## src/rtl/desc_dma_seq_pkg.sv

```systemverilog
package desc_dma_seq_pkg;

    localparam int WORD_BYTES = 4;
    localparam int DESC_BYTES = 16;
    localparam int DSTAT_W    = 4;
    localparam int NCOND      = 3;
    localparam int CI_INT     = 0;
    localparam int CI_BR      = 1;
    localparam int CI_WAIT    = 2;

    localparam logic [3:0] OP_OUT_MORE = 4'd0;
    localparam logic [3:0] OP_OUT_LAST = 4'd1;
    localparam logic [3:0] OP_IN_MORE  = 4'd2;
    localparam logic [3:0] OP_IN_LAST  = 4'd3;
    localparam logic [3:0] OP_STORE    = 4'd4;
    localparam logic [3:0] OP_LOAD     = 4'd5;
    localparam logic [3:0] OP_NOP      = 4'd6;
    localparam logic [3:0] OP_STOP     = 4'd7;

    localparam logic [1:0] MODE_NEVER  = 2'd0;
    localparam logic [1:0] MODE_IFSET  = 2'd1;
    localparam logic [1:0] MODE_IFCLR  = 2'd2;
    localparam logic [1:0] MODE_ALWAYS = 2'd3;

    localparam logic [1:0] SZ_1 = 2'd0;
    localparam logic [1:0] SZ_2 = 2'd1;
    localparam logic [1:0] SZ_4 = 2'd2;

    typedef enum logic [3:0] {
        S_IDLE, S_FETCH0, S_FETCH1, S_FETCH2, S_DECODE,
        S_XFER, S_MEMOP, S_HOLD, S_WB_DEP, S_WB_STAT, S_FINISH
    } seq_st_e;

    typedef struct packed {
        logic        is_xfer;
        logic        is_out;
        logic        is_last;
        logic        is_load;
        logic        is_store;
        logic        is_nop;
        logic        is_stop;
        logic        kill;
        logic [1:0]  size;
        logic [31:0] waddr;
    } dec_t;

    typedef struct packed {
        seq_st_e     st;
        logic [31:0] ptr;
        logic [15:0] cmd;
        logic [15:0] reqcnt;
        logic [31:0] daddr;
        logic [31:0] dep;
        logic [15:0] resid;
        logic        active;
        logic        dead;
        logic        wake;
        logic        flush;
        logic        bt;
        logic        irq;
    } seq_t;

    function automatic logic [15:0] pack_status(
        input logic act, input logic dead, input logic wake,
        input logic flush, input logic bt, input logic [DSTAT_W-1:0] dev);
        return {act, dead, wake, flush, bt, {(11-DSTAT_W){1'b0}}, dev};
    endfunction

endpackage

```

## src/rtl/dseq_cond.sv

```systemverilog
module dseq_cond
    import desc_dma_seq_pkg::*;
(
    input  logic [1:0]         mode_i,
    input  logic [DSTAT_W-1:0] dev_i,
    input  logic [DSTAT_W-1:0] mask_i,
    input  logic [DSTAT_W-1:0] val_i,
    output logic               fire_o
);
    logic match;

    always_comb begin
        match = ((dev_i & mask_i) == (val_i & mask_i));
        case (mode_i)
            MODE_NEVER:  fire_o = 1'b0;
            MODE_IFSET:  fire_o = match;
            MODE_IFCLR:  fire_o = !match;
            default:     fire_o = 1'b1;
        endcase
    end
endmodule

```

## src/rtl/dseq_decode.sv

```systemverilog
module dseq_decode
    import desc_dma_seq_pkg::*;
(
    input  logic [3:0]  op_i,
    input  logic [2:0]  key_i,
    input  logic [2:0]  cnt_i,
    input  logic [31:0] daddr_i,
    output dec_t        dec_o
);
    logic key_mem_ok;

    always_comb begin
        dec_o = '0;
        // word moves accept keys 0-3 (taken as system) and 6
        key_mem_ok = (key_i <= 3'd3) || (key_i == 3'd6);
        dec_o.is_xfer  = (op_i <= OP_IN_LAST);
        dec_o.is_out   = (op_i == OP_OUT_MORE) || (op_i == OP_OUT_LAST);
        dec_o.is_last  = (op_i == OP_OUT_LAST) || (op_i == OP_IN_LAST);
        dec_o.is_store = (op_i == OP_STORE);
        dec_o.is_load  = (op_i == OP_LOAD);
        dec_o.is_nop   = (op_i == OP_NOP);
        dec_o.is_stop  = (op_i == OP_STOP);

        if (op_i > OP_STOP) begin
            dec_o.kill = 1'b1;
        end else if (dec_o.is_xfer) begin
            dec_o.kill = (key_i > 3'd3) || (daddr_i == 32'd0);
        end else if (dec_o.is_load || dec_o.is_store) begin
            dec_o.kill = !key_mem_ok;
        end

        if (cnt_i[2]) begin
            dec_o.size  = SZ_4;
            dec_o.waddr = {daddr_i[31:2], 2'b00};
        end else if (cnt_i[1]) begin
            dec_o.size  = SZ_2;
            dec_o.waddr = {daddr_i[31:1], 1'b0};
        end else begin
            dec_o.size  = SZ_1;
            dec_o.waddr = daddr_i;
        end
    end
endmodule

```

## src/rtl/dseq_lane.sv

```systemverilog
module dseq_lane
    import desc_dma_seq_pkg::*;
(
    input  logic [1:0]  size_i,
    input  logic [1:0]  lo_i,
    input  logic [31:0] rdata_i,
    input  logic [31:0] dep_i,
    output logic [31:0] ld_dep_o,
    output logic [31:0] st_data_o,
    output logic [3:0]  st_be_o
);
    logic [31:0] shifted;
    logic [4:0]  sh;

    always_comb begin
        sh        = {lo_i, 3'b000};
        shifted   = rdata_i >> sh;
        st_data_o = dep_i << sh;
        case (size_i)
            SZ_4: begin
                ld_dep_o = shifted;
                st_be_o  = 4'b1111;
            end
            SZ_2: begin
                ld_dep_o = {dep_i[31:16], shifted[15:0]};
                st_be_o  = 4'b0011 << lo_i;
            end
            default: begin
                ld_dep_o = {dep_i[31:8], shifted[7:0]};
                st_be_o  = 4'b0001 << lo_i;
            end
        endcase
    end
endmodule

```

## src/rtl/desc_dma_seq.sv

```systemverilog
module desc_dma_seq
    import desc_dma_seq_pkg::*;
(
    input  logic         clk,
    input  logic         rst_n,
    input  logic         start_i,
    input  logic [31:0]  start_ptr_i,
    input  logic         flush_i,
    input  logic         wake_i,
    input  logic [3:0]   dev_stat_i,
    input  logic [3:0]   int_mask_i,
    input  logic [3:0]   int_val_i,
    input  logic [3:0]   br_mask_i,
    input  logic [3:0]   br_val_i,
    input  logic [3:0]   wt_mask_i,
    input  logic [3:0]   wt_val_i,
    output logic         mem_req_o,
    output logic         mem_we_o,
    output logic [31:0]  mem_addr_o,
    output logic [31:0]  mem_wdata_o,
    output logic [3:0]   mem_be_o,
    input  logic [31:0]  mem_rdata_i,
    input  logic         mem_ack_i,
    output logic         dev_req_o,
    output logic         dev_out_o,
    output logic         dev_last_o,
    output logic [31:0]  dev_addr_o,
    output logic [15:0]  dev_len_o,
    input  logic         dev_done_i,
    input  logic [15:0]  dev_resid_i,
    output logic         irq_o,
    input  logic         irq_ack_i,
    output logic [15:0]  status_o
);
    localparam logic [31:0] OFS_W1   = 32'(WORD_BYTES);
    localparam logic [31:0] OFS_W2   = 32'(2 * WORD_BYTES);
    localparam logic [31:0] OFS_W3   = 32'(3 * WORD_BYTES);
    localparam logic [31:0] OFS_NEXT = 32'(DESC_BYTES);

    seq_t q, d;
    dec_t dec;
    logic [15:0] stat_word;
    logic [31:0] ld_dep, st_data;
    logic [3:0]  st_be;
    logic        irq_set;

    logic [NCOND-1:0][1:0]         c_mode;
    logic [NCOND-1:0][DSTAT_W-1:0] c_mask;
    logic [NCOND-1:0][DSTAT_W-1:0] c_val;
    logic [NCOND-1:0]              c_fire;

    dseq_decode u_dec (
        .op_i    (q.cmd[15:12]),
        .key_i   (q.cmd[10:8]),
        .cnt_i   (q.reqcnt[2:0]),
        .daddr_i (q.daddr),
        .dec_o   (dec)
    );

    dseq_lane u_lane (
        .size_i    (dec.size),
        .lo_i      (dec.waddr[1:0]),
        .rdata_i   (mem_rdata_i),
        .dep_i     (q.dep),
        .ld_dep_o  (ld_dep),
        .st_data_o (st_data),
        .st_be_o   (st_be)
    );

    always_comb begin
        c_mode[CI_INT]  = q.cmd[5:4];
        c_mode[CI_BR]   = q.cmd[3:2];
        c_mode[CI_WAIT] = q.cmd[1:0];
        c_mask[CI_INT]  = int_mask_i;
        c_mask[CI_BR]   = br_mask_i;
        c_mask[CI_WAIT] = wt_mask_i;
        c_val[CI_INT]   = int_val_i;
        c_val[CI_BR]    = br_val_i;
        c_val[CI_WAIT]  = wt_val_i;
    end

    for (genvar gi = 0; gi < NCOND; gi++) begin : g_cond
        dseq_cond u_cond (
            .mode_i (c_mode[gi]),
            .dev_i  (dev_stat_i),
            .mask_i (c_mask[gi]),
            .val_i  (c_val[gi]),
            .fire_o (c_fire[gi])
        );
    end

    assign stat_word = pack_status(q.active, q.dead, q.wake, q.flush, q.bt, dev_stat_i);

    always_comb begin
        d           = q;
        irq_set     = 1'b0;
        mem_req_o   = 1'b0;
        mem_we_o    = 1'b0;
        mem_addr_o  = '0;
        mem_wdata_o = '0;
        mem_be_o    = '0;
        dev_req_o   = 1'b0;

        case (q.st)
            S_IDLE: begin
                if (start_i) begin
                    d.ptr    = {start_ptr_i[31:4], 4'b0000};
                    d.active = 1'b1;
                    d.dead   = 1'b0;
                    d.bt     = 1'b0;
                    d.st     = S_FETCH0;
                end
            end
            S_FETCH0: begin
                mem_req_o  = 1'b1;
                mem_addr_o = q.ptr;
                if (mem_ack_i) begin
                    d.cmd    = mem_rdata_i[31:16];
                    d.reqcnt = mem_rdata_i[15:0];
                    d.wake   = 1'b0;
                    d.st     = S_FETCH1;
                end
            end
            S_FETCH1: begin
                mem_req_o  = 1'b1;
                mem_addr_o = q.ptr + OFS_W1;
                if (mem_ack_i) begin
                    d.daddr = mem_rdata_i;
                    d.st    = S_FETCH2;
                end
            end
            S_FETCH2: begin
                mem_req_o  = 1'b1;
                mem_addr_o = q.ptr + OFS_W2;
                if (mem_ack_i) begin
                    d.dep = mem_rdata_i;
                    d.st  = S_DECODE;
                end
            end
            S_DECODE: begin
                if (dec.kill) begin
                    d.dead   = 1'b1;
                    d.active = 1'b0;
                    irq_set  = 1'b1;
                    d.st     = S_IDLE;
                end else if (dec.is_stop) begin
                    d.active = 1'b0;
                    d.st     = S_IDLE;
                end else if (dec.is_xfer) begin
                    d.st = S_XFER;
                end else if (dec.is_load || dec.is_store) begin
                    d.st = S_MEMOP;
                end else begin
                    d.st = S_HOLD;
                end
            end
            S_XFER: begin
                dev_req_o = 1'b1;
                if (dev_done_i) begin
                    d.resid = dev_resid_i;
                    d.st    = S_HOLD;
                end
            end
            S_MEMOP: begin
                mem_req_o   = 1'b1;
                mem_we_o    = dec.is_store;
                mem_addr_o  = {dec.waddr[31:2], 2'b00};
                mem_wdata_o = st_data;
                mem_be_o    = dec.is_store ? st_be : 4'b1111;
                if (mem_ack_i) begin
                    if (dec.is_load) begin
                        d.dep = ld_dep;
                    end
                    d.st = S_HOLD;
                end
            end
            S_HOLD: begin
                if (!c_fire[CI_WAIT]) begin
                    d.st = dec.is_load ? S_WB_DEP : S_WB_STAT;
                end
            end
            S_WB_DEP: begin
                mem_req_o   = 1'b1;
                mem_we_o    = 1'b1;
                mem_addr_o  = q.ptr + OFS_W2;
                mem_wdata_o = q.dep;
                mem_be_o    = 4'b1111;
                if (mem_ack_i) begin
                    d.st = S_WB_STAT;
                end
            end
            S_WB_STAT: begin
                mem_req_o   = 1'b1;
                mem_we_o    = 1'b1;
                mem_addr_o  = q.ptr + OFS_W3;
                mem_wdata_o = {stat_word, q.resid};
                mem_be_o    = dec.is_xfer ? 4'b1111 : 4'b1100;
                if (mem_ack_i) begin
                    d.st = S_FINISH;
                end
            end
            S_FINISH: begin
                if ((dec.is_xfer && dec.is_last) || dec.is_load || dec.is_store) begin
                    d.flush = 1'b0;
                end
                if (c_fire[CI_INT]) begin
                    irq_set = 1'b1;
                end
                if ((dec.is_xfer || dec.is_nop) && c_fire[CI_BR]) begin
                    d.ptr = {q.dep[31:4], 4'b0000};
                    d.bt  = 1'b1;
                end else begin
                    d.ptr = q.ptr + OFS_NEXT;
                    d.bt  = 1'b0;
                end
                d.st = S_FETCH0;
            end
            default: d.st = S_IDLE;
        endcase

        if (wake_i) begin
            d.wake = 1'b1;
        end
        if (flush_i) begin
            d.flush = 1'b1;
        end
        d.irq = (q.irq && !irq_ack_i) || irq_set;
    end

    always_ff @(posedge clk) begin
        if (!rst_n) begin
            q    <= '0;
            q.st <= S_IDLE;
        end else begin
            q <= d;
        end
    end

    assign dev_out_o  = dec.is_out;
    assign dev_last_o = dec.is_last;
    assign dev_addr_o = q.daddr;
    assign dev_len_o  = q.reqcnt;
    assign irq_o      = q.irq;
    assign status_o   = pack_status(q.active, q.dead, q.wake, q.flush, q.bt, dev_stat_i);


    mem_hold_chk: assert property (@(posedge clk) disable iff (!rst_n)
        (mem_req_o && !mem_ack_i) |=> (mem_req_o && $stable(mem_addr_o) && $stable(mem_we_o)));


    port_excl_chk: assert property (@(posedge clk) disable iff (!rst_n)
        $onehot0({mem_req_o, dev_req_o}));


    dev_hold_chk: assert property (@(posedge clk) disable iff (!rst_n)
        (dev_req_o && !dev_done_i) |=> (dev_req_o && $stable(dev_addr_o) && $stable(dev_len_o)));


    irq_hold_chk: assert property (@(posedge clk) disable iff (!rst_n)
        (irq_o && !irq_ack_i) |=> irq_o);


    dead_idle_chk: assert property (@(posedge clk) disable iff (!rst_n)
        status_o[14] |-> !status_o[15]);


    start_act_chk: assert property (@(posedge clk) disable iff (!rst_n)
        (!status_o[15] && start_i) |=> status_o[15]);


    stop_clear_chk: assert property (@(posedge clk) disable iff (!rst_n)
        (q.st == S_DECODE && dec.is_stop && !dec.kill) |=> (!status_o[15] && !mem_req_o));

endmodule

```

## config.mk

```make
export PLATFORM = sky130hd
export DESIGN_NAME = desc_dma_seq
export DESIGN_NICKNAME = d
export VERILOG_FILES = /design/src/rtl/desc_dma_seq_pkg.sv /design/src/rtl/dseq_cond.sv /design/src/rtl/dseq_decode.sv /design/src/rtl/dseq_lane.sv /design/src/rtl/desc_dma_seq.sv
export SDC_FILE = /design/constraint.sdc
export NUM_CORES = 1
export LEC_CHECK = 0
export ABC_CLOCK_PERIOD_IN_PS = 3850
export BUFFER_PORTS_ARGS = -buffer_cell sky130_fd_sc_hd__buf_2
export CORE_ASPECT_RATIO = 1.2
export CORE_MARGIN = 4
export CORE_UTILIZATION = 50
export CTS_CLUSTER_DIAMETER = 100
export DETAILED_ROUTE_END_ITERATION = 12
export GPL_TIMING_DRIVEN = 0
export PLACE_DENSITY_LB_ADDON = 0.1
export SETUP_SLACK_MARGIN = 0.4
export SYNTH_ARGS = -nofsm -noshare
export SYNTH_HDL_FRONTEND = slang
export SYNTH_SLANG_ARGS = --single-unit
```

## constraint.sdc

```tcl
create_clock -name clk -period 3.85 [get_ports clk]
set_input_delay 0.77 -clock clk [delete_from_list [all_inputs] [get_ports clk]]
set_output_delay 0.77 -clock clk [all_outputs]
set_load 0.02 [all_outputs]
```

==> results of run 1 <==
-- area by class of cell --
class / instances / share of cell area (%)
tap: 220 / 2.47
clock inverter: 15 / 1.72
multi-input combinational: 913 / 46.2
timing repair buffer: 242 / 10.9
sequential: 147 / 26.5
clock buffer: 17 / 3.82
inverter: 12 / 0.405
buffer: 159 / 7.99
-- what timing repair did --
action | in CTS | in global routing
endpoints found under the setup margin | 53 | 39
buffers inserted | 1 | 2
gates resized for setup | 13 | 19
pin swaps | 1 | 1
-- power by group through the flow --
stage	clock network, mW	registers [mW]	logic (mW)
floorplan	0	1.89	1.42
global placement	0	2.01	1.99
detailed placement	0	2.02	2.01
CTS	1.77	1.98	2.04
global route	1.84	2.01	2.27
finish	1.78	2.00	2.10
-- how the worst max path moves through the flow --
stage	startpoint	slack, ps	endpoint
3_5_place_dp	q[153]$_SDFFE_PN0P_	320	mem_wdata_o[26]
5_1_grt	q[150]$_SDFFE_PN0P_	410	mem_addr_o[29]
2_1_floorplan	dev_addr_o[0]$_SDFFE_PN0P_	1150	mem_wdata_o[11]
3_3_place_gp	q[153]$_SDFFE_PN0P_	240	mem_wdata_o[26]
4_1_cts	q[153]$_SDFFE_PN0P_	400	mem_wdata_o[26]
6_report	q[153]$_SDFFE_PN0P_	500	mem_wdata_o[30]
-- routing by layer --
metal | part of all wire [%] | vias up | GRT usage (%)
met2 | 47 | 724 | 59.9
met3 | 11 | 139 | 6.87
met4 | 4.9 | 0 | 16.9
met5 | 0 | - | 0
li1 | - | 4783 | -
met1 | 38 | 4757 | 46.4
-- critical path, cell delays in order, from the launching register on --
cell and delay, ps:
dfxtp_1 310, buf_2 170, buf_2 250, nand2_2 140, nor2_2 410, clkbuf_2 340
a22oi_1 130, o211ai_1 160, buf_2 220
-- cell usage after synthesis, types with 14 or more instances --
library cell	count	area (um2)
a22o_1	39	342
xnor2_1	16	140
a21oi_1	125	626
mux2i_1	25	250
buf_4	66	495
nand4_1	14	87.6
nor3_1	16	80.1
dfxtp_1	147	2940
nor2_1	68	255
xor2_1	17	149
o21ai_0	41	205
clkbuf_1	78	293
nand2_1	293	1100
nand3_1	34	170
o21ai_1	15	75.1
a22oi_1	22	165
-- sequential cells by signal (all words and copies together) (netlist names) --
signal,flops
q,87
dev_addr_o,32
dev_len_o,16
c_mode,6
status_o,5
irq_o,1
-- kinds of logic (layout without fill, tap and decap cells) --
| logic type | count (synthesis) | count (layout) |
|---|---|---|
| adder cells (fa/ha/maj) | 1 | 1 |
| AO/OA/AOI/OAI | 341 | 341 |
| XOR/XNOR | 33 | 33 |
| other | 1 | 9 |
| multiplexers | 30 | 30 |
| AND/OR/NAND/NOR | 499 | 499 |
| buffers and inverters | 171 | 445 |
| flip-flops | 147 | 147 |
-- through the flow --
stage	cell area [um2]	cells
5_1_grt	11100	1725
4_1_cts	11100	1723
6_report	11100	1725
2_1_floorplan	8960	1231
3_5_place_dp	10400	1690
3_3_place_gp	10400	1690
==> summary.txt, run 1 <==
Outcome
  – Status: finished clean

Floorplan
  – # rows: 53
  – Die ar.: 20100 um2
  – Die height: 154 um
  – Core area: 17500 um2
  – Initial Util: 51.0%
  – Die X: 130 um
  – I/O Pins: 254

Yosys
  – XOR/XNOR Fraction of Synth Area: 3.24%
  – Syn Inst Count: 1223
  – Post-synthesis cell type count: 75
  – Main combinational cell family by area after synthesis: simple AND/OR/NAND/NOR gates
  – Fraction of synthesized area in multiplexers: 3.46%
  – Sequential share of the synthesized area: 33.0%
  – Fraction of registers with async set/reset: 0%
  – Syn_area_per_cell: 7.30 um2
  – Adder-Cell Fraction of Synth Area: 0.140%
  – Post-synth top flop: dfxtp_1
  – Seq cells post-synth: 147
  – Netlist Area Pre-Place: 8930 um2
  – Syn. warnings: 0
  – Compound-cell area share of the yosys netlist: 24.9%
  – Simple-Gate Fraction of Synth Area: 25.1%
  – Post-synth EDFFs: 0

Power and ir drop
  – Worst VDD drop: 0.000359 V
  – Psw: 2.37 mW
  – Internal: 3.51 mW
  – PD cells: 528 nW/um2
  – Clk pwr share: 30.3%
  – Leakage: 4.77 nW
  – Total chip power: 5.88 mW
  – Comb power frac: 35.7%
  – Sw Ratio: 40.3%
  – Sequential share of power: 34.1%

GRT
  – Largest net degree at the start of global routing: 17
  – Gr usage total: 36.6%
  – Total gr overflow: 0
  – Antenna violations before repair: 0
  – First-pass GRT wire length: 55700 um
  – Number of global-route vias before repair: 9645

Route
  – Pre-Repair DR Iteration Count: 6
  – Wire per inst: 21.9 um
  – Via/cell ratio: 6.03
  – Post-route DRC violation count: 0
  – Initial DRC count: 1234
  – Routed Antenna Nets: 0
  – WL final: 37700 um
  – Routed vias: 10.4k

Final layout
  – Share of cells above drive strength 1: 26.1%
  – Commonest non-fill, non-tap cell in the layout: nand2_1
  – Most frequent cells in the layout: 292 x nand2_1, 250 x buf_2, 144 x dfxtp_1, 125 x a21oi_1, 70 x buf_4
  – Antenna cells: 0
  – Final net count: 1609
  – Area of the multi-input gates: 5140 um2
  – Layout overhead on the synthesized area: 24.7%
  – Post-layout util: 63.6%
  – FF/Latch Area: 2950 um2
  – Fillers: 1668

Worst setup path
  – CP endpoint kind: output port
  – Worst EP arrival: 2580 ps
  – Crit Path Category: reg2out
  – Crit path required time: 3080 ps
  – Worst-path fanout max: 10
  – Reg2reg end: q[135]$_SDFFE_PN0P_
  – Worst R2R Path Depth: 7
  – Worst reg2reg setup slack: 1180 ps
  – R2r startpoint: q[114]$_SDFFE_PN0P_
  – Kind of start point of the critical path: flop

Min path
  – Hold path depth: 2
  – Hold Startpoint: dev_len_o[0]$_SDFFE_PN0P_
  – Hold path endpoint: dev_len_o[0]$_SDFFE_PN0P_
  – HP Class: reg2reg

Placed design
  – Pre-CTS WS: 316 ps
  – Post-DP HPWL: 28900 um
  – IO Port Bufs: 239
  – Routability cong.: 1.05

Clock network
  – Root Buffer: clkbuf_16
  – Clock latency on the worst-skew pair: 440 ps
  – H-tree depth: 4
  – # hold bufs at CTS: 0
  – Reg clk slew, reported paths: 70 ps
  – CTS max path bufs: 2
  – CTS buffer count: 17
  – TritonCTS Sinks: 147
  – CTS tree: built

Timing
  – RSZ-0062 raised after global routing: no
  – Worst rel slew slack: 46.1%
  – Hold_ws: 455 ps
  – Max Clock Freq: 299 MHz
  – Slew Limit Fails: 0
  – Final Hold Viols: 0
  – Total negative slack: 0 ps
  – Fin crit period: 3350 ps
  – Final worst slack: 504 ps
  – Final Cycle Share: 86.9%
  – Slew @ Worst Pin: 808 ps
  – Final setup fails: 0
  – Final Skew: 10.4 ps

Flow run
  – Max-cap violation count: 0
Power figures use the tool's default switching activity.
==> run 2, diff against run 1 <==
--- a/config.mk
+++ b/config.mk
@@ -5,6 +5,7 @@
 export SDC_FILE = /design/constraint.sdc
 export NUM_CORES = 1
 export LEC_CHECK = 0
+export ABC_AREA = 1
 export ABC_CLOCK_PERIOD_IN_PS = 3850
 export BUFFER_PORTS_ARGS = -buffer_cell sky130_fd_sc_hd__buf_2
 export CORE_ASPECT_RATIO = 1.2
==> summary.txt, run 2 <==
Outcome
  – Status: finished clean

Floorplan
  – I/O Pins: 254
  – Core area: 18400 um2
  – Initial Util: 51.5%
  – Die height: 159 um
  – # rows: 54
  – Die ar.: 21200 um2
  – Die X: 134 um

Yosys
  – Post-synthesis cell type count: 46
  – Post-synth EDFFs: 0
  – Simple-Gate Fraction of Synth Area: 22.9%
  – XOR/XNOR Fraction of Synth Area: 1.11%
  – Commonest cells post-synth: 243 x nand2_1, 191 x inv_1, 181 x o21ai_0
  – Syn. warnings: 0
  – Fraction of synthesized area in multiplexers: 0%
  – Main combinational cell family by area after synthesis: compound AO/OA/AOI/OAI gates
  – Sequential share of the synthesized area: 31.1%
  – Compound-cell area share of the yosys netlist: 27.5%
  – Post-synth top flop: dfxtp_1
  – Post-synth top area cell: dfxtp_1
  – Top-area cell type share of the netlist area: 31.1%
  – Most used standard cell by instance count after synthesis: nand2_1
  – Seq cells post-synth: 147
  – Synth area leaders: dfxtp_1 31%, nand2_1 9.6%, o21ai_0 9.6%
  – Netlist Area Pre-Place: 9460 um2
  – Adder-Cell Fraction of Synth Area: 0.132%
  – Syn Inst Count: 1457
  – Fraction of registers with async set/reset: 0%
  – Syn_area_per_cell: 6.49 um2

Route
  – Initial DRC count: 1183
  – Pre-Repair DR Iteration Count: 5
  – Post-route DRC violation count: 0
  – WL final: 40500 um
  – Via/cell ratio: 5.68
  – Routed vias: 11.3k
  – Routed Antenna Nets: 0
  – Wire per inst: 20.4 um

Power and ir drop
  – Worst VDD drop: 0.000443 V
  – PD cells: 603 nW/um2
  – Leakage: 5.19 nW
  – Total chip power: 6.98 mW

GRT
  – Gr usage total: 36.9%
  – Total gr overflow: 0
  – Largest net degree at the start of global routing: 17
  – First-pass GRT wire length: 59800 um
  – Antenna violations before repair: 0
  – Number of global-route vias before repair: 10.6k

Timing
  – Final Cycle Share: 88.0%
  – Total negative slack: 0 ps
  – Final Skew: 6.67 ps
  – Slew Limit Fails: 0
  – Slew @ Worst Pin: 819 ps
  – RSZ-0062 raised after global routing: no
  – Final Hold Viols: 0
  – Worst rel slew slack: 45.4%
  – Fin crit period: 3390 ps
  – Max Clock Freq: 295 MHz
  – Final setup fails: 0

Final layout
  – Final net count: 1842
  – Share of cells above drive strength 1: 24.5%
  – Largest Register: q
  – Antenna cells: 0
  – Layout overhead on the synthesized area: 22.5%
  – Commonest non-fill, non-tap cell in the layout: buf_2
  – Most frequent cells in the layout: 263 x buf_2, 243 x nand2_1, 191 x inv_1, 181 x o21ai_0, 155 x a21oi_1
  – Max reg flops: 87

Worst setup path
  – Crit path required time: 3080 ps
  – Worst EP arrival: 2620 ps
  – Crit Path Category: reg2out
  – Crit path from: dev_addr_o[0]$_SDFFE_PN0P_
  – Worst-path fanout max: 10
  – Kind of start point of the critical path: flop
  – R2r startpoint: q[151]$_SDFFE_PN0P_
  – CP endpoint kind: output port

Flow run
  – Max-cap violation count: 0

Placed design
  – Routability cong.: 1.05
  – Post-DP HPWL: 32400 um
  – IO Port Bufs: 240

Clock network
  – CTS tree: built
  – Root Buffer: clkbuf_16
  – Reg clk slew, reported paths: 70 ps
  – CTS max path bufs: 2
  – TritonCTS Sinks: 147
  – H-tree depth: 4
  – Clock latency on the worst-skew pair: 440 ps
  – CTS buffer count: 17

Min path
  – Hold Startpoint: c_mode[3]$_SDFFE_PN0P_
  – HP Class: reg2reg
run 2: cell types whose count changed after synthesis, sizes merged, moves of 35 or more:
cell,previous run,this run
a22o,39,0
clkbuf,78,42
inv,12,202
nand2,293,253
nand3,34,89
nor2,71,108
o21ai,56,200
o22ai,10,45
run 2: worst paths after layout:
kind | end | cells after the start | slack, ps
setup / recovery | mem_wdata_o[26] | 9 | 460
hold / removal | c_mode[3]$_SDFFE_PN0P_ | 2 | 450
setup reg to reg | q[123]$_SDFFE_PN0P_ | 9 | 1490
hold reg to reg | c_mode[3]$_SDFFE_PN0P_ | 2 | 450
run 2: per-stage QoR:
step / std cells / hold WS, ps / utilization, % / cell area [um2] / setup slack [ps]
2_1_floorplan: 1465 / 424 / - / 9490 / 1300
3_3_place_gp: 1957 / 433 / 59.9 / 11000 / 859
3_5_place_dp: 1957 / 441 / 59.9 / 11000 / 862
4_1_cts: 1989 / 452 / 63.0 / 11600 / 436
5_1_grt: 1990 / 464 / 63.0 / 11600 / 401
6_report: 1990 / 449 / 63.0 / 11600 / 461
run 2: layout make-up:
type	instances	area, um2
Sequential cell	147	2950
Inverter	205	772
Clock inverter	15	136
Buffer	144	860
Timing Repair Buffer	241	1210
Clock buffer	17	425
Multi-Input combinational cell	969	4920
Fill cell	1805	6790
Tap cell	252	315
run 2: logic make-up (layout without fill, tap and decap cells):
logic type      count (synthesis)  in the layout
fa+ha+maj                       1              1
buf+inv                       349            622
flops                         147            147
xor+xnor                       12             12
other cells                     1              9
simple gates                  484            484
compound gates                463            463
run 2: report_power, final:
| part | internal, mW | leakage (nW) | total, mW | switching, mW |
|---|---|---|---|---|
| Combinational | 1.01 | 3.71 | 3.24 | 2.23 |
| Sequential | 1.81 | 1.20 | 2.09 | 0.283 |
| Clock | 0.858 | 0.278 | 1.65 | 0.796 |
| Total | 3.67 | 5.19 | 6.98 | 3.31 |
run 2: critical path, stage by stage, from the launching register on:
cell and delay, ps:
dfxtp_1 380, inv_1 130, nor2_4 240, nand2_2 170, buf_2 230, buf_2 210
o21ai_0 300, nand3_1 150, o211ai_1 160, buf_2 220
run 2: layer usage:
| layer | wire length, um | share of wire (%) | track usage, % |
|---|---|---|---|
| met1 | 15200 | 37 | 43.1 |
| met2 | 18900 | 46 | 63.4 |
| met3 | 3920 | 9.7 | 7.62 |
| met4 | 2600 | 6.4 | 21.1 |
| met5 | 0 | 0 | 0 |
run 2: repair_timing:
| item | CTS | global route |
|---|---|---|
| setup endpoints to repair | 1 | 4 |
| hold endpoints to repair | 0 | 0 |
| pin swaps | 0 | 1 |
| setup buffers | 0 | 1 |
| resized for setup | 1 | 3 |
| hold buffers | 0 | 0 |
